[src/rtl/pwrseq_pkg.sv]
package pwrseq_pkg;
  localparam int NUM_RAILS = 8;
  localparam int STEP_W    = $clog2(NUM_RAILS);
  localparam int LAST_STEP = NUM_RAILS - 1;

  // rail groups by bit position
  localparam logic [NUM_RAILS-1:0] RTC_SET    = 8'h01;
  localparam logic [NUM_RAILS-1:0] RETAIN_SET = 8'h1B;
  localparam logic [NUM_RAILS-1:0] ALL_SET    = 8'hFF;

  // synchronized input bit positions
  localparam int SI_KEY   = 0;
  localparam int SI_EXT   = 1;
  localparam int SI_HOLD  = 2;
  localparam int SI_RUN   = 3;
  localparam int SI_READY = 4;
  localparam int SI_DSREQ = 5;
  localparam int SI_LOWB  = 6;
  localparam int SI_W     = 7;
  localparam int NUM_DEB  = 2;

  typedef enum logic [2:0] {
    PS_OFF, PS_SEQ, PS_RUN, PS_SLEEP, PS_DEEP
  } pstate_t;
endpackage

[src/rtl/pwrseq_sync.sv]
module pwrseq_sync #(
  parameter int W = 1
) (
  input  logic         clk,
  input  logic         rst,
  input  logic [W-1:0] d,
  output logic [W-1:0] q
);
  logic [W-1:0] meta;

  always_ff @(posedge clk) begin
    if (rst) begin
      meta <= '0;
      q    <= '0;
    end else begin
      meta <= d;
      q    <= meta;
    end
  end
endmodule

[src/rtl/pwrseq_debounce.sv]
module pwrseq_debounce #(
  parameter int DEB_TICKS = 3200
) (
  input  logic clk,
  input  logic rst,
  input  logic tick,
  input  logic din,
  output logic level,
  output logic rise
);
  localparam int CW = $clog2(DEB_TICKS + 1);
  localparam logic [CW-1:0] LAST = CW'(DEB_TICKS - 1);

  logic [CW-1:0] cnt;

  always_ff @(posedge clk) begin
    if (rst) begin
      level <= 1'b0;
      cnt   <= '0;
      rise  <= 1'b0;
    end else begin
      rise <= 1'b0;
      if (din == level) begin
        cnt <= '0;
      end else if (tick) begin
        if (cnt == LAST) begin
          level <= din;
          cnt   <= '0;
          rise  <= din;
        end else begin
          cnt <= cnt + 1'b1;
        end
      end
    end
  end
endmodule

[src/rtl/pwrseq_fsm.sv]
module pwrseq_fsm
  import pwrseq_pkg::*;
#(
  parameter int STEP_TICKS = 1,
  parameter int GAP_TICKS  = 7,
  parameter int RST_TICKS  = 2000
) (
  input  logic                 clk,
  input  logic                 rst,
  input  logic                 tick,
  input  logic                 key_lvl,
  input  logic                 key_rise,
  input  logic                 ext_rise,
  input  logic                 hold,
  input  logic                 run_en,
  input  logic                 ds_ready,
  input  logic                 ds_req,
  input  logic                 low_bat,
  output logic [NUM_RAILS-1:0] rail_en,
  output logic                 rst_n,
  output logic                 run_mask,
  output logic                 key_stat_n
);
  localparam int MAXT = (STEP_TICKS > GAP_TICKS) ?
                        ((STEP_TICKS > RST_TICKS) ? STEP_TICKS : RST_TICKS) :
                        ((GAP_TICKS > RST_TICKS) ? GAP_TICKS : RST_TICKS);
  localparam int CW = $clog2(MAXT + 1);
  localparam int PW = NUM_RAILS + 1;

  pstate_t           state, state_d;
  logic [STEP_W-1:0] step, step_d;
  logic [CW-1:0]     tcnt, tcnt_d;
  logic              ds_prev;
  logic              wake, drop, ds_enter;
  logic [CW-1:0]     limit;
  logic [PW-1:0]     prefix;
  logic [NUM_RAILS-1:0] rail_d;

  assign wake     = (key_rise | ext_rise) & ~low_bat;
  assign drop     = ~hold & ~key_lvl;
  assign ds_enter = ds_req & ~ds_prev & ds_ready;

  always_comb begin
    if (step == STEP_W'(1))              limit = CW'(GAP_TICKS - 1);
    else if (step == STEP_W'(LAST_STEP)) limit = CW'(RST_TICKS - 1);
    else                                 limit = CW'(STEP_TICKS - 1);
  end

  always_comb begin
    state_d = state;
    step_d  = step;
    tcnt_d  = tcnt;
    case (state)
      PS_OFF: if (wake) begin
        state_d = PS_SEQ; step_d = '0; tcnt_d = '0;
      end
      PS_SEQ: if (tick) begin
        if (tcnt == limit) begin
          tcnt_d = '0;
          if (step == STEP_W'(LAST_STEP)) begin
            state_d = run_en ? PS_RUN : PS_SLEEP;
            step_d  = '0;
          end else begin
            step_d = step + 1'b1;
          end
        end else begin
          tcnt_d = tcnt + 1'b1;
        end
      end
      PS_RUN, PS_SLEEP: begin
        if (drop)          state_d = PS_OFF;
        else if (ds_enter) state_d = PS_DEEP;
        else               state_d = run_en ? PS_RUN : PS_SLEEP;
      end
      PS_DEEP: begin
        if (wake) begin
          state_d = PS_SEQ; step_d = '0; tcnt_d = '0;
        end else if (drop) begin
          state_d = PS_OFF;
        end
      end
      default: state_d = PS_OFF;
    endcase
  end

  always_comb begin
    prefix = (PW'(2) << step_d) - PW'(1);
    case (state_d)
      PS_OFF:   rail_d = rail_en & RTC_SET;
      PS_SEQ:   rail_d = rail_en | prefix[NUM_RAILS-1:0];
      PS_RUN:   rail_d = ALL_SET;
      default:  rail_d = RETAIN_SET;
    endcase
  end

  always_ff @(posedge clk) begin
    if (rst) begin
      state      <= PS_OFF;
      step       <= '0;
      tcnt       <= '0;
      ds_prev    <= 1'b0;
      rail_en    <= '0;
      rst_n      <= 1'b0;
      run_mask   <= 1'b0;
      key_stat_n <= 1'b1;
    end else begin
      state      <= state_d;
      step       <= step_d;
      tcnt       <= tcnt_d;
      ds_prev    <= ds_req;
      rail_en    <= rail_d;
      rst_n      <= (state_d == PS_RUN) || (state_d == PS_SLEEP) || (state_d == PS_DEEP);
      run_mask   <= (state_d == PS_RUN) || (state_d == PS_SLEEP);
      key_stat_n <= ~key_lvl;
    end
  end
endmodule

[src/rtl/pwrseq_top.sv]
module pwrseq_top
  import pwrseq_pkg::*;
#(
  parameter int DEB_TICKS  = 3200,
  parameter int STEP_TICKS = 1,
  parameter int GAP_TICKS  = 7,
  parameter int RST_TICKS  = 2000
) (
  input  logic       clk,
  input  logic       rst,
  input  logic       tick_i,
  input  logic       key_i,
  input  logic       ext_on_i,
  input  logic       hold_i,
  input  logic       run_en_i,
  input  logic       ds_ready_i,
  input  logic       ds_req_i,
  input  logic       low_bat_i,
  output logic [7:0] rail_en_o,
  output logic       key_stat_n_o,
  output logic       rst_n_o,
  output logic       run_mask_o
);
  logic [SI_W-1:0]    raw, syn;
  logic [NUM_DEB-1:0] db_lvl, db_rise;

  assign raw = {low_bat_i, ds_req_i, ds_ready_i, run_en_i, hold_i, ext_on_i, key_i};

  pwrseq_sync #(.W(SI_W)) u_sync (
    .clk(clk), .rst(rst), .d(raw), .q(syn)
  );

  for (genvar g = 0; g < NUM_DEB; g++) begin : g_deb
    pwrseq_debounce #(.DEB_TICKS(DEB_TICKS)) u_deb (
      .clk(clk), .rst(rst), .tick(tick_i), .din(syn[g]),
      .level(db_lvl[g]), .rise(db_rise[g])
    );
  end

  pwrseq_fsm #(
    .STEP_TICKS(STEP_TICKS), .GAP_TICKS(GAP_TICKS), .RST_TICKS(RST_TICKS)
  ) u_fsm (
    .clk(clk), .rst(rst), .tick(tick_i),
    .key_lvl(db_lvl[SI_KEY]), .key_rise(db_rise[SI_KEY]), .ext_rise(db_rise[SI_EXT]),
    .hold(syn[SI_HOLD]), .run_en(syn[SI_RUN]), .ds_ready(syn[SI_READY]),
    .ds_req(syn[SI_DSREQ]), .low_bat(syn[SI_LOWB]),
    .rail_en(rail_en_o), .rst_n(rst_n_o), .run_mask(run_mask_o),
    .key_stat_n(key_stat_n_o)
  );
endmodule

[config.mk]
export PLATFORM = sky130hd
export DESIGN_NAME = pwrseq_top
export DESIGN_NICKNAME = d
export VERILOG_FILES = /design/src/rtl/pwrseq_pkg.sv /design/src/rtl/pwrseq_sync.sv /design/src/rtl/pwrseq_debounce.sv /design/src/rtl/pwrseq_fsm.sv /design/src/rtl/pwrseq_top.sv
export SDC_FILE = /design/constraint.sdc
export NUM_CORES = 1
export LEC_CHECK = 0
export BUFFER_PORTS_ARGS = -buffer_cell sky130_fd_sc_hd__buf_2
export CAP_MARGIN = 20
export CELL_PAD_IN_SITES_DETAIL_PLACEMENT = 0
export CELL_PAD_IN_SITES_GLOBAL_PLACEMENT = 2
export CORE_ASPECT_RATIO = 1.75
export CORE_MARGIN = 1
export CORE_UTILIZATION = 35
export CTS_BUF_LIST = sky130_fd_sc_hd__clkbuf_4 sky130_fd_sc_hd__clkbuf_8 sky130_fd_sc_hd__clkbuf_16
export CTS_CLUSTER_SIZE = 10
export DETAILED_ROUTE_END_ITERATION = 6
export GPL_TIMING_DRIVEN = 0
export HOLD_SLACK_MARGIN = 0.05
export PLACE_DENSITY_LB_ADDON = 0.15
export REMOVE_ABC_BUFFERS = 1
export SETUP_SLACK_MARGIN = 0.05
export SYNTH_ARGS = -nofsm -noshare
export SYNTH_HDL_FRONTEND = slang
export SYNTH_SLANG_ARGS = --single-unit
[constraint.sdc]
create_clock -name clk -period 3.8 [get_ports clk]
set_input_delay 0.57 -clock clk [delete_from_list [all_inputs] [get_ports clk]]
set_output_delay 0.57 -clock clk [all_outputs]
set_load 0.02 [all_outputs]
==> metrics.md, run 1 <==
| Metric | Value |
|---|---|
| Worst relative slew slack | 30.68% |
| YS warnings | 0 |
| Combinational family with the most area after synthesis | simple AND/OR/NAND/NOR gates |
| Clock Latency Late Sink | 0.33 ns |
| Number of cells produced by synthesis | 348 |
| Root Buffer Master | sky130_fd_sc_hd__clkbuf_16 |
| Switching part of the total | 19.40% |
| Initial DRC count | 72 |
| GRT Residual Overflow | 0 |
| Remaining design rule violation count | 0 |
| Post-Synth Adder-Cell Area | 2.829% |
| Largest net degree at the start of global routing | 33 |
| Distinct cell type count after synthesis | 48 |
| Post-place instance area | 3308 um2 |
| Cell area after technology mapping | 3095 um2 |
| Layout Area Growth over Synthesis | 18.31% |
| Number of slew-limit violations in the final report | 0 |
| Main area contributors after synthesis | sky130_fd_sc_hd__dfxtp_1 (46%), sky130_fd_sc_hd__nor2_1 (7.3%), sky130_fd_sc_hd__xor2_1 (5.9%) |
| Logic depth of the worst register-to-register path | 11 |
| Detailed-route via count | 2424 |
| Share of layout cells above drive strength 1 | 12.27% |
| DR WL/cell | 12.99 um |
| Main flop type after synthesis | sky130_fd_sc_hd__dfxtp_1 |
| Clock tree skew after final layout | 0.006547 ns |
| Most frequent standard cell in the layout excluding fill and tap cells | sky130_fd_sc_hd__dfxtp_1 |
| Fraction of power consumed by combinational cells | 1.6% |
| Element type at the critical path end | flop |
| Worst Path Required | 4.06 ns |
| Status | completed |
| Clock input transition at the sequential cells of the worst setup and hold paths | 0.06 ns |
| Number of max-cap violations | 0 |
| Total of buffers placed on input and output ports | 20 |
| Filler Cells Inserted | 895 |
| Fmax | 0.3124 GHz |
| Fraction of synthesized cell area taken by the top area cell type | 45.92% |
| Pleak | 1.338 nW |
| Worst Hold Path Cells | 1 |
| Gp weighted congestion | 0.6948 |
| Crit path arrival time | 3.46 ns |
| Number of nets in the layout | 387 |
| Clock sinks | 71 |
| Initial standard-cell utilization of the core | 35.93% |
| Number of flops mapped to enable cells by yosys | 0 |
| Number of antenna violations at the first check in global routing | 0 |
| Max IR drop VDD | 0.2697 mV |
| Clock Tree Buf Depth | 2 |
| Final period util | 84.25% |
| Multiplexer share of the synthesized area | 3.517% |
| Post-detail-place hpwl | 4760 um |
| Xor and xnor fraction of the mapped netlist area | 8.488% |
| Most frequent cells in the layout | sky130_fd_sc_hd__dfxtp_1 (71), sky130_fd_sc_hd__nor2_1 (60), sky130_fd_sc_hd__nand2_1 (25) |
| Vias per std cell | 4.927 |
| Number of synthesized register bits | 71 |
| Number of global-route vias before repair | 2407 |
| CTS tree | built |
| Power density of the placed cells | 483.2 nW/um2 |
| Internal power of the cells | 1.426 mW |
| Final Setup Violations | 0 |
| Met1 Resource Use GR | 16.26% |
| Unrepaired setup endpoints after global routing | false |
| Number of buffers added by the clock tree synthesis step | 9 |
| Sequential group share of total power | 42.6% |
| Min Tclk post-route | 3.201 ns |
| Worst min-delay path category | reg -> reg |
| Final wirelength | 6389 um |
| Biggest area consumer among synthesized cells | sky130_fd_sc_hd__dfxtp_1 |
| Number of primary I/O pins | 21 |
| Area of the core region | 8615 um2 |
| GRT met2 Usage | 28.59% |
| Top Usage Layer GRT | met2 |
| Die Y-Extent | 126.4 um |
| Switching Power | 0.3433 mW |
| Post-cts resize count | 0 |
| Transition at the pin with the smallest max-transition slack | 1.014 ns |
| Floorplan die area | 9239 um2 |
| Number of search-and-repair iterations in the first detailed-routing pass | 4 |
| Type of the setup path with the least slack | reg -> reg |
| Remaining antenna violation count after routing | 0 |
| Number of failing hold endpoints at the final stage | 0 |
| Clock Power Share | 55.7% |
| Post-CTS Hold Fix Bufs | 0 |
| CTS H-Tree Depth | 3 |
| Number of antenna repair diodes | 0 |
| First-pass GRT wire length | 11090 um |
| Highest net fanout along the worst path | 7 |
| Total Negative Setup Slacks | 0 ns |
| Simple-gate share of the synthesized area | 27.81% |
| Postcts setup bufs | 0 |
| Placement row count | 45 |
| Critical Path Source Type | flop |
| All-Layer GR Usage | 15.80% |
| Share of the yosys chip area belonging to registers | 45.92% |
| Avg Synthesized Cell Area | 8.895 um2 |
| Area of all placed cells without fillers | 3662 um2 |
| Die outline width | 73.09 um |
| Async set or reset register ratio after synthesis | 0% |
| Met3 Resource Use GR | 3.971% |
| Post-synthesis compound-gate area fraction | 9.499% |
## metal layers
metal | share of wire (%) | wire (um)
met5 | 0 | 0
met4 | 2.1 | 133
met3 | 2.8 | 177
met2 | 55 | 3518
met1 | 40 | 2559
## cells in the mapped netlist (6+ instances only)
cell type / count
sky130_fd_sc_hd__nor3_1: 9
sky130_fd_sc_hd__ha_1: 7
sky130_fd_sc_hd__mux2i_1: 6
sky130_fd_sc_hd__inv_1: 7
sky130_fd_sc_hd__nor2_1: 60
sky130_fd_sc_hd__xor2_1: 21
sky130_fd_sc_hd__nor2b_1: 16
sky130_fd_sc_hd__nand3_1: 16
sky130_fd_sc_hd__xnor2_1: 9
sky130_fd_sc_hd__nand2_1: 25
sky130_fd_sc_hd__a21oi_1: 15
sky130_fd_sc_hd__nand2b_1: 7
sky130_fd_sc_hd__nand4_1: 8
sky130_fd_sc_hd__clkbuf_1: 9
sky130_fd_sc_hd__dfxtp_1: 71
## cells by family (layout without fill, tap and decap cells)
kind of cell	after synthesis	after routing
xor gates and xnor gates	30	30
muxes	10	10
buffers and inverters	16	43
DFF	71	71
adders and majority gates	7	7
and+or+nand+nor	171	171
AOI/OAI and AO/OA	43	43
## through the flow
stage          hold WS, ns  total power, mW  setup slack, ns  utilization [%]  cells
5_1_grt             0.4381            1.839           0.2753            42.51    492
3_3_place_gp        0.4159           0.8002           0.5740            38.40    476
3_5_place_dp        0.4247           0.8009           0.5876            38.40    476
4_1_cts             0.4327            1.807           0.5572            42.51    492
2_1_floorplan       0.4138           0.7852           0.9048                -    339
6_report            0.4256            1.770           0.5985            42.51    492
## flip-flops by register name, indices dropped and copies added, names as in the netlist
register,count
g_deb.u_deb.cnt,24
u_fsm.tcnt,11
u_fsm.rail_en,8
u_sync.meta,7
u_sync.q,7
u_fsm.state,3
u_fsm.step,3
g_deb.u_deb.level,2
g_deb.u_deb.rise,2
u_fsm.ds_prev,1
u_fsm.key_stat_n,1
u_fsm.rst_n,1
u_fsm.run_mask,1
## critical path, cell delays in order, from the launching register on
cell and delay, ns:
sky130_fd_sc_hd__dfxtp_1 0.34, sky130_fd_sc_hd__ha_1 0.22, sky130_fd_sc_hd__ha_1 0.23, sky130_fd_sc_hd__or4_1 0.44, sky130_fd_sc_hd__mux2i_1 0.25, sky130_fd_sc_hd__a31oi_1 0.14, sky130_fd_sc_hd__a211o_1 0.38, sky130_fd_sc_hd__nor2_1 0.24
sky130_fd_sc_hd__nand2_1 0.09, sky130_fd_sc_hd__ha_1 0.27, sky130_fd_sc_hd__or3_1 0.38, sky130_fd_sc_hd__a31oi_1 0.15
## cell type report
class                      count  area (um2)  area share (%)
inverter                       7       26.28          0.7175
sequential                    71        1421           38.81
timing repair buffer          20       100.1           2.733
tap                          117       146.4           3.997
clock buffer                  10       239.0           6.525
multi-input combinational    261        1614           44.07
clock inverter                 6       115.1           3.143
## final timing paths
path                        from          endpoint  slack, ns
hold reg to reg   u_sync.meta[1]       u_sync.q[1]       0.43
setup reg to reg   u_fsm.step[0]  u_fsm.rail_en[7]       0.60
hold / removal    u_sync.meta[1]       u_sync.q[1]       0.43
setup / recovery   u_fsm.step[0]  u_fsm.rail_en[7]       0.60
## power by group through the flow
stage	sequential (mW)	combinational (mW)	clock [mW]
after floorplan	0.770	0.0151	0
after global placement	0.771	0.0293	0
after detailed placement	0.771	0.0299	0
after CTS	0.754	0.0299	1.02
after global routing	0.755	0.0329	1.05
final	0.754	0.0289	0.986
Note: power is estimated with default switching activity, not from simulation.
==> inputs of run 2 (changes only) <==
CORE_UTILIZATION = 33   (was 35)
clock period = 2.6 ns   (was 3.8 ns; I/O delays follow)
==> run 2 against run 1 <==
  * The run now ends with negative setup slack left
  * Sequential share of layout area fell by 2.2 points
  * Via count up 3.8%
  * Fmax is 15% higher
  * Register-to-register slack got worse by 0.78 ns
  * Critical path depth grew 1
  * Sequential power increased by 46%
  * Highest routed layer unchanged
  * Final area is 6.6% higher
  * Wire length grew 9.3%
  * Clock power rose by 26%
  * Global-route usage increased by 0.38 points
  * Utilization increased by 0.40 points
==> metrics.md, run 2 (synthesis gave the netlist of run 1 again) <==
| Metric | Value |
|---|---|
| Fmax | 0.3591 GHz |
| Die Y-Extent | 130.1 um |
| Highest net fanout along the worst path | 6 |
| Violated checks | negative setup slack |
| Power density of the placed cells | 613.1 nW/um2 |
| Remaining antenna violation count after routing | 0 |
| Unrepaired setup endpoints after global routing | true |
| Initial DRC count | 57 |
| Number of search-and-repair iterations in the first detailed-routing pass | 4 |
| DR WL/cell | 13.70 um |
| Remaining design rule violation count | 0 |
| Highest metal layer with signal wires | met4 |
| Worst setup slack after layout | -0.1848 ns |
| Gp weighted congestion | 0.6963 |
| Crit path arrival time | 3.05 ns |
| Detailed-route via count | 2516 |
| Clock input transition at the sequential cells of the worst setup and hold paths | 0.06 ns |
| Number of global-route vias before repair | 2537 |
| Pleak | 1.423 nW |
| Floorplan die area | 9786 um2 |
| Type of the setup path with the least slack | reg -> reg |
| Most frequent cells in the layout | sky130_fd_sc_hd__dfxtp_1 (68), sky130_fd_sc_hd__nor2_1 (59), sky130_fd_sc_hd__nand2_1 (22) |
| Slack of the worst reg-to-reg path | -0.18 ns |
| Number of failing hold endpoints at the final stage | 0 |
| Element type at the critical path end | flop |
| Worst min-delay path category | in -> reg |
| Flip-flop count of the largest register, all copies and words added | 24 |
| Start point of the worst min-delay path | ds_ready_i |
| Final wirelength | 6986 um |
| Worst flop-to-flop path startpoint | u_fsm.step[0] |
| CTS H-Tree Depth | 3 |
| Number of antenna violations at the first check in global routing | 0 |
| Status | finished with violations |
| Root Buffer Master | sky130_fd_sc_hd__clkbuf_16 |
| Filler Cells Inserted | 977 |
| Total of buffers placed on input and output ports | 20 |
| Number of antenna repair diodes | 0 |
| Clock tree skew after final layout | 0.005614 ns |
| CTS tree | built |
| Clock sinks | 71 |
| Worst Setup SP | u_fsm.step[0] |
| Number of max-cap violations | 0 |
| Area of the core region | 9094 um2 |
| Worst Path Required | 2.87 ns |
| Clock Tree Buf Depth | 2 |
| Share of layout cells above drive strength 1 | 22.56% |
| Amount of wire on met2 after detailed routing | 3838 um |
| Die outline width | 75.21 um |
| Max IR drop VDD | 0.3668 mV |
| First-pass GRT wire length | 11830 um |
| Largest Register | g_deb.u_deb.cnt |
| Min Tclk post-route | 2.785 ns |
| Clock Latency Late Sink | 0.33 ns |
| Total power | 2.393 mW |
| Top flop regs | g_deb.u_deb.cnt (24), u_fsm.tcnt (11), u_fsm.rail_en (8) |
| All-Layer GR Usage | 16.19% |
| Largest net degree at the start of global routing | 33 |
| Number of buffers added by the clock tree synthesis step | 9 |
| Total Negative Setup Slacks | -0.7744 ns |
| GRT Residual Overflow | 0 |
| Final Setup Violations | 5 |
| Number of primary I/O pins | 21 |
| Met3 wire len | 145 um |
| Post-CTS Hold Fix Bufs | 0 |
| Worst relative slew slack | 47.58% |
| Post-detail-place hpwl | 4831 um |
| Most frequent standard cell in the layout excluding fill and tap cells | sky130_fd_sc_hd__dfxtp_1 |
| Utilization of the core after routing | 42.91% |
| Transition at the pin with the smallest max-transition slack | 0.7843 ns |
| Final period util | 107.1% |
| Number of nets in the layout | 402 |
| Critical Path Source Type | flop |
| Vias per std cell | 4.933 |
| Initial standard-cell utilization of the core | 34.04% |
| Placement row count | 46 |
| Met1 wire length | 2807 um |
| Layout Area Growth over Synthesis | 26.07% |
| Number of slew-limit violations in the final report | 0 |
[run 2: path summary, 6_finish.rpt]
| check | to | depth (start not counted) |
|---|---|---|
| worst max register to register | u_fsm.rail_en[3] | 12 |
| worst min register to register | u_sync.q[4] | 1 |
| worst min-delay path | u_sync.meta[4] | 2 |
| worst max-delay path | u_fsm.rail_en[3] | 12 |
[run 2: final cells by class]
| cell class | instances | area (um2) | share of cell area, % |
|---|---|---|---|
| clock buffer | 9 | 225.2 | 5.771 |
| clock inverter | 7 | 78.83 | 2.020 |
| inverter | 7 | 26.28 | 0.6733 |
| multi-input combinational | 261 | 1782 | 45.66 |
| sequential | 71 | 1428 | 36.58 |
| tap | 120 | 150.1 | 3.847 |
| timing repair buffer | 35 | 212.7 | 5.450 |
[run 2: repair_timing]
action	CTS	global route
gates resized for setup	31	6
setup buffers	13	2
endpoints found under the setup margin	17	17
endpoints found under the hold margin	0	0
pin swaps	15	8
[run 2: critical path, cell delays in order, from the launching register on]
cell                      delay (ns)
sky130_fd_sc_hd__dfxtp_4        0.36
sky130_fd_sc_hd__ha_4           0.17
sky130_fd_sc_hd__ha_4           0.16
sky130_fd_sc_hd__or4_4          0.43
sky130_fd_sc_hd__mux2i_4        0.20
sky130_fd_sc_hd__a31oi_2        0.12
sky130_fd_sc_hd__a211o_1        0.36
sky130_fd_sc_hd__nor2_4         0.15
sky130_fd_sc_hd__nand2_2        0.09
sky130_fd_sc_hd__ha_4           0.19
sky130_fd_sc_hd__nor3b_1        0.14
sky130_fd_sc_hd__mux2_2         0.26
sky130_fd_sc_hd__nor2_1         0.09
[run 2: layer usage]
metal	up-vias	track usage, %
met4	0	8.497
li1	1282	-
met5	-	0
met1	1188	16.52
met2	33	29.78
met3	13	3.552
[run 2: per-stage QoR]
step	instances	cell area (um2)	hold WS [ns]	setup slack [ns]
floorplan	339	3062	0.4138	-0.2952
detailed placement	479	3312	0.4295	-0.6406
finish	510	3902	0.2659	-0.1848
CTS	508	3861	0.2545	-0.1473
global route	510	3902	0.2550	-0.3032
global placement	479	3312	0.4179	-0.6262
[run 2: where the power goes]
| part | internal (mW) | leakage [nW] | switching, mW | total (mW) |
|---|---|---|---|---|
| registers | 1.10 | 0.577 | 0.00356 | 1.10 |
| clock network | 0.752 | 0.150 | 0.492 | 1.24 |
| logic | 0.0192 | 0.696 | 0.0281 | 0.0473 |
| total | 1.87 | 1.42 | 0.523 | 2.39 |
==> inputs of run 3 (changes only) <==
PLACE_DENSITY = 0.72   (was unset)
PLACE_DENSITY_LB_ADDON = unset   (was 0.15)
==> run 3 against run 2 <==
  * The run still ends with negative setup slack left
  * Sequential cell count did not move
  * Power increased by 4.3%
  * Sequential share of layout area decreased by 0.53 points
  * Clock power grew 9%
  * Worst setup slack better by 0.0055 ns
  * Utilization grew 0.63 points
  * Sequential power about the same
  * Critical endpoint is now u_fsm.rail_en[7]
  * Largest cell class unchanged
==> metrics.md, run 3 (synthesis gave the netlist of run 1 again) <==
| Metric | Value |
|---|---|
| Flip-flop count of the largest register, all copies and words added | 24 |
| Fraction of power consumed by combinational cells | 1.8% |
| Element type at the critical path end | flop |
| Initial DRC count | 110 |
| Layout Area Growth over Synthesis | 27.93% |
| Area of the core region | 9094 um2 |
| Vias per std cell | 4.900 |
| Switching part of the total | 21.29% |
| First-pass GRT wire length | 11390 um |
| Clock Power Share | 54.1% |
| Number of max-cap violations | 0 |
| Clock tree skew after final layout | 0.007642 ns |
| Power density of the placed cells | 630.5 nW/um2 |
| Fmax | 0.3598 GHz |
| Clock Tree Buf Depth | 2 |
| CTS tree | built |
| Sequential group share of total power | 44.1% |
| Top flop regs | g_deb.u_deb.cnt (24), u_fsm.tcnt (11), u_fsm.rail_en (8) |
| Number of antenna repair diodes | 0 |
| Number of nets in the layout | 404 |
| Status | finished with violations |
| Highest net fanout along the worst path | 6 |
| Largest Register | g_deb.u_deb.cnt |
| Initial standard-cell utilization of the core | 34.04% |
| Transition at the pin with the smallest max-transition slack | 0.6243 ns |
| Die outline width | 75.21 um |
| Number of failing hold endpoints at the final stage | 0 |
| Violated checks | negative setup slack |
| Clock sinks | 71 |
| Critical Path Source Type | flop |
| Placement row count | 46 |
| Switching Power | 0.5315 mW |
| GRT Residual Overflow | 0 |
| Detailed-route via count | 2509 |
| Final period util | 106.9% |
| Total Negative Setup Slacks | -0.4776 ns |
| Post-detail-place hpwl | 4832 um |
| Crit path arrival time | 3.04 ns |
| Gp weighted congestion | 0.7491 |
| Remaining design rule violation count | 0 |
| Final wirelength | 6918 um |
| Clock input transition at the sequential cells of the worst setup and hold paths | 0.06 ns |
| Number of antenna violations at the first check in global routing | 0 |
| Floorplan die area | 9786 um2 |
| Number of primary I/O pins | 21 |
| Worst Path Required | 2.86 ns |
| Final Setup Violations | 3 |
| Internal power of the cells | 1.965 mW |
| Total of buffers placed on input and output ports | 20 |
| Most frequent standard cell in the layout excluding fill and tap cells | sky130_fd_sc_hd__dfxtp_1 |
| Share of layout cells above drive strength 1 | 22.96% |
| Die Y-Extent | 130.1 um |
| Worst min-delay path category | in -> reg |
| Number of search-and-repair iterations in the first detailed-routing pass | 4 |
| Number of slew-limit violations in the final report | 0 |
| Largest net degree at the start of global routing | 33 |
| Remaining antenna violation count after routing | 0 |
| Worst relative slew slack | 58.29% |
| Number of global-route vias before repair | 2403 |
| Max IR drop VDD | 0.3374 mV |
| DR WL/cell | 13.51 um |
| Final Hold Slack | 0.2637 ns |
| Min Tclk post-route | 2.779 ns |
| Pleak | 1.468 nW |
| Root Buffer Master | sky130_fd_sc_hd__clkbuf_16 |
| Total power | 2.497 mW |
| Clock Latency Late Sink | 0.33 ns |
| Worst setup slack after layout | -0.1793 ns |
| All-Layer GR Usage | 15.78% |
| Number of buffers added by the clock tree synthesis step | 9 |
| Type of the setup path with the least slack | reg -> reg |
| Unrepaired setup endpoints after global routing | true |
| Most frequent cells in the layout | sky130_fd_sc_hd__dfxtp_1 (68), sky130_fd_sc_hd__nor2_1 (59), sky130_fd_sc_hd__nand2_1 (22) |
| CTS H-Tree Depth | 3 |
[run 3: cell types whose count changed in the layout (fill, tap and decap cells not counted), sizes merged]
cell / change
buf: +1
bufinv: +1
clkinv: -4
clkinvlp: +2
dlymetal6s2s: +1
inv: +1
[run 3: timing repair]
item                                    4_1_cts  5_1_grt
gates resized for setup                      34        6
hold endpoints to repair                      0        0
hold buffers                                  0        0
buffers inserted                             15        1
endpoints found under the setup margin       17        9
pin swaps                                    13        7
gates cloned                                  0        0
[run 3: layer usage]
layer | up-vias | global-route usage, % | part of all wire, %
li1 | 1283 | - | -
met1 | 1181 | 15.55 | 40
met5 | - | 0 | 0
met4 | 0 | 8.606 | 3.1
met3 | 11 | 4.402 | 2.6
met2 | 34 | 28.83 | 54
[run 3: critical path: stages, from the launching register on]
cell	delay (ns)
sky130_fd_sc_hd__dfxtp_4	0.35
sky130_fd_sc_hd__ha_4	0.16
sky130_fd_sc_hd__ha_4	0.17
sky130_fd_sc_hd__or4_4	0.44
sky130_fd_sc_hd__mux2_4	0.32
sky130_fd_sc_hd__nor3_4	0.23
sky130_fd_sc_hd__nand3_2	0.15
sky130_fd_sc_hd__nand2_2	0.14
sky130_fd_sc_hd__nand2_2	0.07
sky130_fd_sc_hd__ha_4	0.18
sky130_fd_sc_hd__or3_1	0.37
sky130_fd_sc_hd__a31oi_1	0.13
[run 3: worst paths after layout]
check	startpoint	endpoint	slack [ns]	depth (start not counted)
setup / recovery	u_fsm.step[0]	u_fsm.rail_en[7]	-0.18	11
hold / removal	low_bat_i	u_sync.meta[6]	0.26	2
setup reg to reg	u_fsm.step[0]	u_fsm.rail_en[7]	-0.18	11
hold reg to reg	u_sync.meta[4]	u_sync.q[4]	0.43	1
[run 3: final cells by class]
class,instances,area (um2)
Clock inverter,7,101.3
Tap cell,120,150.1
Multi-Input combinational cell,261,1797
Clock buffer,9,225.2
Timing Repair Buffer,37,232.7
Sequential cell,71,1428
Fill cell,975,5134
Inverter,7,26.28
[run 3: metrics by stage]
| step | cell area, um2 | worst slack, ns | cells | utilization [%] |
|---|---|---|---|---|
| 3_3_place_gp | 3312 | -0.6852 | 479 | 36.42 |
| 3_5_place_dp | 3312 | -0.6512 | 479 | 36.42 |
| 5_1_grt | 3960 | -0.2871 | 512 | 43.55 |
| 2_1_floorplan | 3062 | -0.2952 | 339 | - |
| 4_1_cts | 3905 | -0.1571 | 510 | 42.94 |
| 6_report | 3960 | -0.1793 | 512 | 43.55 |
[run 3: power groups by stage]
stage / registers [mW] / logic (mW) / clock network [mW]
after global placement: 1.13 / 0.0435 / 0
final: 1.10 / 0.0457 / 1.35
after global routing: 1.10 / 0.0513 / 1.44
after CTS: 1.10 / 0.0466 / 1.39
after detailed placement: 1.13 / 0.0442 / 0
after floorplan: 1.13 / 0.0221 / 0
